**config.mk**
```make
export PLATFORM = sky130hd
export DESIGN_NAME = scan_port_ctrl
export DESIGN_NICKNAME = d
export VERILOG_FILES = /design/src/rtl/scan_port_pkg.sv /design/src/rtl/scan_port_fsm.sv /design/src/rtl/scan_port_ir.sv /design/src/rtl/scan_port_dr.sv /design/src/rtl/scan_port_ctrl.sv
export SDC_FILE = /design/constraint.sdc
export NUM_CORES = 1
export LEC_CHECK = 0
export ABC_AREA = 1
export BUFFER_PORTS_ARGS = -buffer_cell sky130_fd_sc_hd__buf_2
export CAP_MARGIN = 20
export CORE_UTILIZATION = 50
export CTS_BUF_LIST = sky130_fd_sc_hd__clkbuf_16
export DETAILED_ROUTE_END_ITERATION = 6
export PLACE_DENSITY = 0.89
export SYNTH_ARGS = -nofsm -noshare
export SYNTH_HDL_FRONTEND = slang
export SYNTH_SLANG_ARGS = --single-unit
export TNS_END_PERCENT = 1
```
**constraint.sdc**
```tcl
create_clock -name tck -period 15.3 [get_ports tck]
set_input_delay 4.59 -clock tck [delete_from_list [all_inputs] [get_ports tck]]
set_output_delay 4.59 -clock tck [all_outputs]
set_load 0.01 [all_outputs]
```
**src/rtl/scan_port_pkg.sv**
```systemverilog
package scan_port_pkg;

  typedef enum logic [3:0] {
    ST_RESET, ST_IDLE,
    ST_SEL_DR, ST_CAP_DR, ST_SHIFT_DR, ST_EX1_DR, ST_PAUSE_DR, ST_EX2_DR, ST_UPD_DR,
    ST_SEL_IR, ST_CAP_IR, ST_SHIFT_IR, ST_EX1_IR, ST_PAUSE_IR, ST_EX2_IR, ST_UPD_IR
  } tap_state_e;

  typedef enum logic [1:0] {
    DR_BYPASS, DR_IDENT, DR_BOUND
  } dr_sel_e;

  localparam int IR_W = 3;
  localparam int ID_W = 32;

  localparam logic [IR_W-1:0] OP_EXTEST   = 3'b000;
  localparam logic [IR_W-1:0] OP_IDENT    = 3'b001;
  localparam logic [IR_W-1:0] OP_SAMPLE   = 3'b010;
  localparam logic [IR_W-1:0] OP_SCANTEST = 3'b101;
  localparam logic [IR_W-1:0] IR_CAPTURE  = 3'b001;

  localparam logic [3:0]  ID_VERSION = 4'b0001;
  localparam logic [15:0] ID_PART    = 16'h7364;
  localparam logic [10:0] ID_MAKER   = 11'b00001100110;
  localparam logic [ID_W-1:0] ID_WORD = {ID_VERSION, ID_PART, ID_MAKER, 1'b1};

endpackage

```
**src/rtl/scan_port_fsm.sv**
```systemverilog
module scan_port_fsm
  import scan_port_pkg::*;
(
  input  logic       tck,
  input  logic       rst_n,
  input  logic       tms,
  output tap_state_e state
);

  tap_state_e state_d;

  always_comb begin
    state_d = state;
    case (state)
      ST_RESET:    state_d = tms ? ST_RESET    : ST_IDLE;
      ST_IDLE:     state_d = tms ? ST_SEL_DR   : ST_IDLE;
      ST_SEL_DR:   state_d = tms ? ST_SEL_IR   : ST_CAP_DR;
      ST_CAP_DR:   state_d = tms ? ST_EX1_DR   : ST_SHIFT_DR;
      ST_SHIFT_DR: state_d = tms ? ST_EX1_DR   : ST_SHIFT_DR;
      ST_EX1_DR:   state_d = tms ? ST_UPD_DR   : ST_PAUSE_DR;
      ST_PAUSE_DR: state_d = tms ? ST_EX2_DR   : ST_PAUSE_DR;
      ST_EX2_DR:   state_d = tms ? ST_UPD_DR   : ST_SHIFT_DR;
      ST_UPD_DR:   state_d = tms ? ST_SEL_DR   : ST_IDLE;
      ST_SEL_IR:   state_d = tms ? ST_RESET    : ST_CAP_IR;
      ST_CAP_IR:   state_d = tms ? ST_EX1_IR   : ST_SHIFT_IR;
      ST_SHIFT_IR: state_d = tms ? ST_EX1_IR   : ST_SHIFT_IR;
      ST_EX1_IR:   state_d = tms ? ST_UPD_IR   : ST_PAUSE_IR;
      ST_PAUSE_IR: state_d = tms ? ST_EX2_IR   : ST_PAUSE_IR;
      ST_EX2_IR:   state_d = tms ? ST_UPD_IR   : ST_SHIFT_IR;
      ST_UPD_IR:   state_d = tms ? ST_SEL_DR   : ST_IDLE;
      default:     state_d = ST_RESET;
    endcase
  end

  always_ff @(posedge tck or negedge rst_n) begin
    if (!rst_n) state <= ST_RESET;
    else        state <= state_d;
  end

endmodule

```
**src/rtl/scan_port_ir.sv**
```systemverilog
module scan_port_ir
  import scan_port_pkg::*;
(
  input  logic            tck,
  input  logic            rst_n,
  input  tap_state_e      state,
  input  logic            tdi,
  output logic            ir_lsb,
  output logic [IR_W-1:0] ir_hold
);

  logic [IR_W-1:0] ir_sr, ir_sr_d;
  logic            sr_en, hold_en;
  logic [IR_W-1:0] hold_d;

  always_comb begin
    sr_en   = 1'b0;
    ir_sr_d = ir_sr;
    if (state == ST_CAP_IR) begin
      sr_en   = 1'b1;
      ir_sr_d = IR_CAPTURE;
    end else if (state == ST_SHIFT_IR) begin
      sr_en   = 1'b1;
      ir_sr_d = {tdi, ir_sr[IR_W-1:1]};
    end
  end

  always_ff @(posedge tck or negedge rst_n) begin
    if (!rst_n)     ir_sr <= IR_CAPTURE;
    else if (sr_en) ir_sr <= ir_sr_d;
  end

  always_comb begin
    hold_en = (state == ST_RESET) || (state == ST_UPD_IR);
    hold_d  = (state == ST_RESET) ? OP_IDENT : ir_sr;
  end

  always_ff @(negedge tck or negedge rst_n) begin
    if (!rst_n)       ir_hold <= OP_IDENT;
    else if (hold_en) ir_hold <= hold_d;
  end

  assign ir_lsb = ir_sr[0];

endmodule

```
**src/rtl/scan_port_dr.sv**
```systemverilog
module scan_port_dr
  import scan_port_pkg::*;
#(
  parameter int                 BSR_LEN   = 268,
  parameter logic [BSR_LEN-1:0] UPD_RESET = '1
) (
  input  logic               tck,
  input  logic               rst_n,
  input  tap_state_e         state,
  input  dr_sel_e            sel,
  input  logic               tdi,
  input  logic [BSR_LEN-1:0] bsr_in,
  output logic               dr_lsb,
  output logic [BSR_LEN-1:0] bsr_upd
);

  logic               cap, shf;
  logic               byp_q, byp_d, byp_en;
  logic [ID_W-1:0]    id_q, id_d;
  logic               id_en;
  logic [BSR_LEN-1:0] bs_q, bs_d;
  logic               bs_en, upd_en;

  assign cap = (state == ST_CAP_DR);
  assign shf = (state == ST_SHIFT_DR);

  always_comb begin
    byp_en = (sel == DR_BYPASS) && (cap || shf);
    byp_d  = cap ? 1'b0 : tdi;
    id_en  = (sel == DR_IDENT) && (cap || shf);
    id_d   = cap ? ID_WORD : {tdi, id_q[ID_W-1:1]};
    bs_en  = (sel == DR_BOUND) && (cap || shf);
    bs_d   = cap ? bsr_in : {tdi, bs_q[BSR_LEN-1:1]};
    upd_en = (sel == DR_BOUND) && (state == ST_UPD_DR);
  end

  always_ff @(posedge tck or negedge rst_n) begin
    if (!rst_n)      byp_q <= 1'b0;
    else if (byp_en) byp_q <= byp_d;
  end

  always_ff @(posedge tck or negedge rst_n) begin
    if (!rst_n)     id_q <= ID_WORD;
    else if (id_en) id_q <= id_d;
  end

  always_ff @(posedge tck or negedge rst_n) begin
    if (!rst_n)     bs_q <= UPD_RESET;
    else if (bs_en) bs_q <= bs_d;
  end

  always_ff @(negedge tck or negedge rst_n) begin
    if (!rst_n)      bsr_upd <= UPD_RESET;
    else if (upd_en) bsr_upd <= bs_q;
  end

  always_comb begin
    case (sel)
      DR_IDENT: dr_lsb = id_q[0];
      DR_BOUND: dr_lsb = bs_q[0];
      default:  dr_lsb = byp_q;
    endcase
  end

endmodule

```
**src/rtl/scan_port_ctrl.sv**
```systemverilog
module scan_port_ctrl
  import scan_port_pkg::*;
#(
  parameter int                 BSR_LEN   = 268,
  parameter logic [BSR_LEN-1:0] UPD_RESET = '1
) (
  input  logic               tck,
  input  logic               trst_n,
  input  logic               tms,
  input  logic               tdi,
  output logic               tdo,
  output logic               tdo_oe,
  input  logic [BSR_LEN-1:0] bsr_in,
  output logic [BSR_LEN-1:0] bsr_upd,
  output logic               mode_extest,
  output logic               mode_sample,
  output logic               mode_scantest
);

  localparam int SYNC_STAGES = 2;

  logic [SYNC_STAGES-1:0] rst_pipe;
  logic                   rst_n;
  tap_state_e             state;
  logic                   ir_lsb, dr_lsb;
  logic [IR_W-1:0]        ir_hold;
  dr_sel_e                dr_sel;
  logic                   tdo_d, oe_d;

  always_ff @(posedge tck or negedge trst_n) begin
    if (!trst_n) rst_pipe <= '0;
    else         rst_pipe <= {rst_pipe[SYNC_STAGES-2:0], 1'b1};
  end
  assign rst_n = rst_pipe[SYNC_STAGES-1];

  scan_port_fsm u_fsm (
    .tck   (tck),
    .rst_n (rst_n),
    .tms   (tms),
    .state (state)
  );

  scan_port_ir u_ir (
    .tck     (tck),
    .rst_n   (rst_n),
    .state   (state),
    .tdi     (tdi),
    .ir_lsb  (ir_lsb),
    .ir_hold (ir_hold)
  );

  always_comb begin
    mode_extest   = (ir_hold == OP_EXTEST);
    mode_sample   = (ir_hold == OP_SAMPLE);
    mode_scantest = (ir_hold == OP_SCANTEST);
    if (mode_extest || mode_sample || mode_scantest) dr_sel = DR_BOUND;
    else if (ir_hold == OP_IDENT)                    dr_sel = DR_IDENT;
    else                                             dr_sel = DR_BYPASS;
  end

  scan_port_dr #(
    .BSR_LEN   (BSR_LEN),
    .UPD_RESET (UPD_RESET)
  ) u_dr (
    .tck     (tck),
    .rst_n   (rst_n),
    .state   (state),
    .sel     (dr_sel),
    .tdi     (tdi),
    .bsr_in  (bsr_in),
    .dr_lsb  (dr_lsb),
    .bsr_upd (bsr_upd)
  );

  always_comb begin
    oe_d  = (state == ST_SHIFT_IR) || (state == ST_SHIFT_DR);
    tdo_d = (state == ST_SHIFT_IR) ? ir_lsb : dr_lsb;
  end

  always_ff @(negedge tck or negedge rst_n) begin
    if (!rst_n) begin
      tdo    <= 1'b0;
      tdo_oe <= 1'b0;
    end else begin
      tdo    <= tdo_d;
      tdo_oe <= oe_d;
    end
  end

endmodule

```
==> impl_metrics.ini <==
[synth]
netlist_area_um2 = 25800
ys_seq_area_share_pct = 59.2
yosysUniqueCellTypes = 24
synth_fp_nets = 3387
yosysTopAreaCell = dfstp_2
synth_top_area_share_pct = 56.2
synth_warnings = 0
ys_ff_latch = 583
netlist_instances = 3115
synth_area_leaders = dfstp_2 56%, nand2_1 21%, o21ai_0 9.2%, inv_1 4.1%, dfrtp_1 2.6%
syn_area_per_cell_um2 = 8.28

[die]
core_area_um2 = 50600
fp-row-count = 82
fp.dieArea_um2 = 52500
initial_utilization_pct = 51.0
io_pins = 545
die_w_um = 229
die_y_um = 229

[power]
ir_drop_mv = 0.139
cellPowerDensity_nw_per_um2 = 211
p_leak_nw = 16.1

[critical_path]
end_kind = output pin
rrSetupSlack_ps = 4760
rr_startpoint = u_ir.ir_hold[0]$_DFFE_NN1P_
start_kind = register
crit_type = register to output pin
worstPathMaxFanout = 5
r2r_cells = 7
regToRegEndpoint = u_dr.bs_q[245]$_DFFE_PN1P_
required_ps = 10710
arrival_ps = 9140

[cts]
cts_tree = yes
cts_made_buffers = 58
cts_resized = 0
clock_path_buffers = 3
htree_levels = 2
cts_root_buffer = clkbuf_16
post_cts_buffers = 0
cts_sinks = 583
postCtsHoldBufs = 0
clk_pin_slew_ps = 60
clk_latency_ps = 670

[timing]
setup-tns-final_ps = 0
drv_slew = 0
rsz0062_at_grt = no
holdWs_ps = 351
clock_skew_ps = 91.5
timing.final.ws_setup_ps = 1570
hold_viol = 0
slew_headroom_pct = 19.9
setup_viol = 0
worst_pin_slew_ps = 1200

[drt]
wirelength_mm = 71.9
antenna_left = 0
vias = 23400
wire_per_inst_um = 15.8
drt_iter0_drc = 2106
drc = 0
vias_per_cell = 5.14
drt_first_pass_iters = 5

[placement]
place_congestion = 0.913
dpl.hpwl_mm = 44.1
dp_slack_ps = 2210
portBuffers = 544

[layout]
drive_above_1_share_pct = 31.2
final_nets = 4088
layout_commonest_cell = nand2_1
area_growth_pct = 22.3
final_cell_mix = 1431 x nand2_1, 567 x inv_1, 552 x dfstp_2

[grt]
antenna_found_initial = 13
gr-total-overflow = 0
grt_pass1_wl_mm = 116
grt_max_degree = 275
grt_usage_pct = 27.0
grt_pass1_vias = 22600

[hold_path]
hold_class = register to register
whs_path_depth = 0
hold_start = rst_pipe[0]$_DFF_PN0_
holdPathEnd = rst_pipe[1]$_DFF_PN0_

[run_status]
outcome = complete, no violations

[flow_run]
maxCapViolCount = 0
-- logic make-up after synthesis --
kind of cell	share of synthesized area (%)
and+or+nand+nor	21.6
DFF	59.2
AOI/OAI and AO/OA	11.3
buffers and inverters	7.90
other	0.0145
-- flip-flops by register name, summed over array words and instances (netlist names) --
signal and count:
rst_pipe 2, tdo 1, u_ir.ir_hold 3, u_dr.bs_q 268, u_dr.byp_q 1, u_dr.id_q 32, tdo_oe 1, u_dr.bsr_upd 268
u_ir.ir_sr 3, u_fsm.state 4
-- report_power, final --
| group | internal, mW | total [mW] | switching (mW) |
|---|---|---|---|
| registers | 2.57 | 2.91 | 0.345 |
| clock network | 0.893 | 1.72 | 0.827 |
| logic | 0.695 | 2.02 | 1.33 |
-- per-stage QoR --
step / std cells / area (um^2) / utilization, % / total power, mW
2_1_floorplan: 3115 / 25800 / - / 4.29
3_3_place_gp: 4159 / 28600 / 56.6 / 4.87
3_5_place_dp: 4159 / 28600 / 56.6 / 4.98
4_1_cts: 4536 / 31500 / 62.3 / 6.65
5_1_grt: 4544 / 31600 / 62.4 / 7.12
6_report: 4546 / 31600 / 62.4 / 6.65
-- synth_stat cells (all sizes together) --
library cell	instances
nand2	1434
o21ai	575
dfstp	552
inv	287
buf	102
clkbuf	84
nor2	30
dfrtp	27
nand3	7
dfrtn	4
nand4	3
o22ai	3
a21oi	2
nor3	2
a22oi	1
a31oi	1
conb	1
-- worst max-delay path, cell delays in order, from the launching register on --
cell and delay [ps]:
dfstp_2 550, nand3_1 110, inv_1 70, buf_2 130
-- final cells by class --
type	count	area [um^2]
Sequential cell	583	15300
Tap cell	672	841
Inverter	286	1090
Antenna cell	9	22.5
Clock buffer	63	1580
Timing Repair Buffer	559	2940
Fill cell	3848	19000
Clock inverter	315	1320
Multi-Input combinational cell	2059	8510
-- how the worst max path moves through the flow --
stage	startpoint	to	slack, ps	cells after the start
after floorplan	u_ir.ir_hold[0]$_DFFE_NN1P_	mode_scantest	2340	2
after global placement	u_ir.ir_hold[0]$_DFFE_NN1P_	mode_scantest	2210	3
after detailed placement	u_ir.ir_hold[0]$_DFFE_NN1P_	mode_scantest	2210	3
after CTS	u_ir.ir_hold[0]$_DFFE_NN1P_	mode_scantest	1550	3
after global routing	u_ir.ir_hold[0]$_DFFE_NN1P_	mode_scantest	1490	3
final	u_ir.ir_hold[0]$_DFFE_NN1P_	mode_scantest	1570	3
-- layer usage --
layer | routed length (um) | vias to the layer above | global-route usage [%]
li1 | - | 11000 | -
met1 | 28300 | 11000 | 34.6
met2 | 33800 | 1048 | 42.9
met3 | 5930 | 273 | 6.19
met4 | 3760 | 10 | 14.1
met5 | 64 | - | 0
No activity file was read; power rests on OpenSTA's default activity.
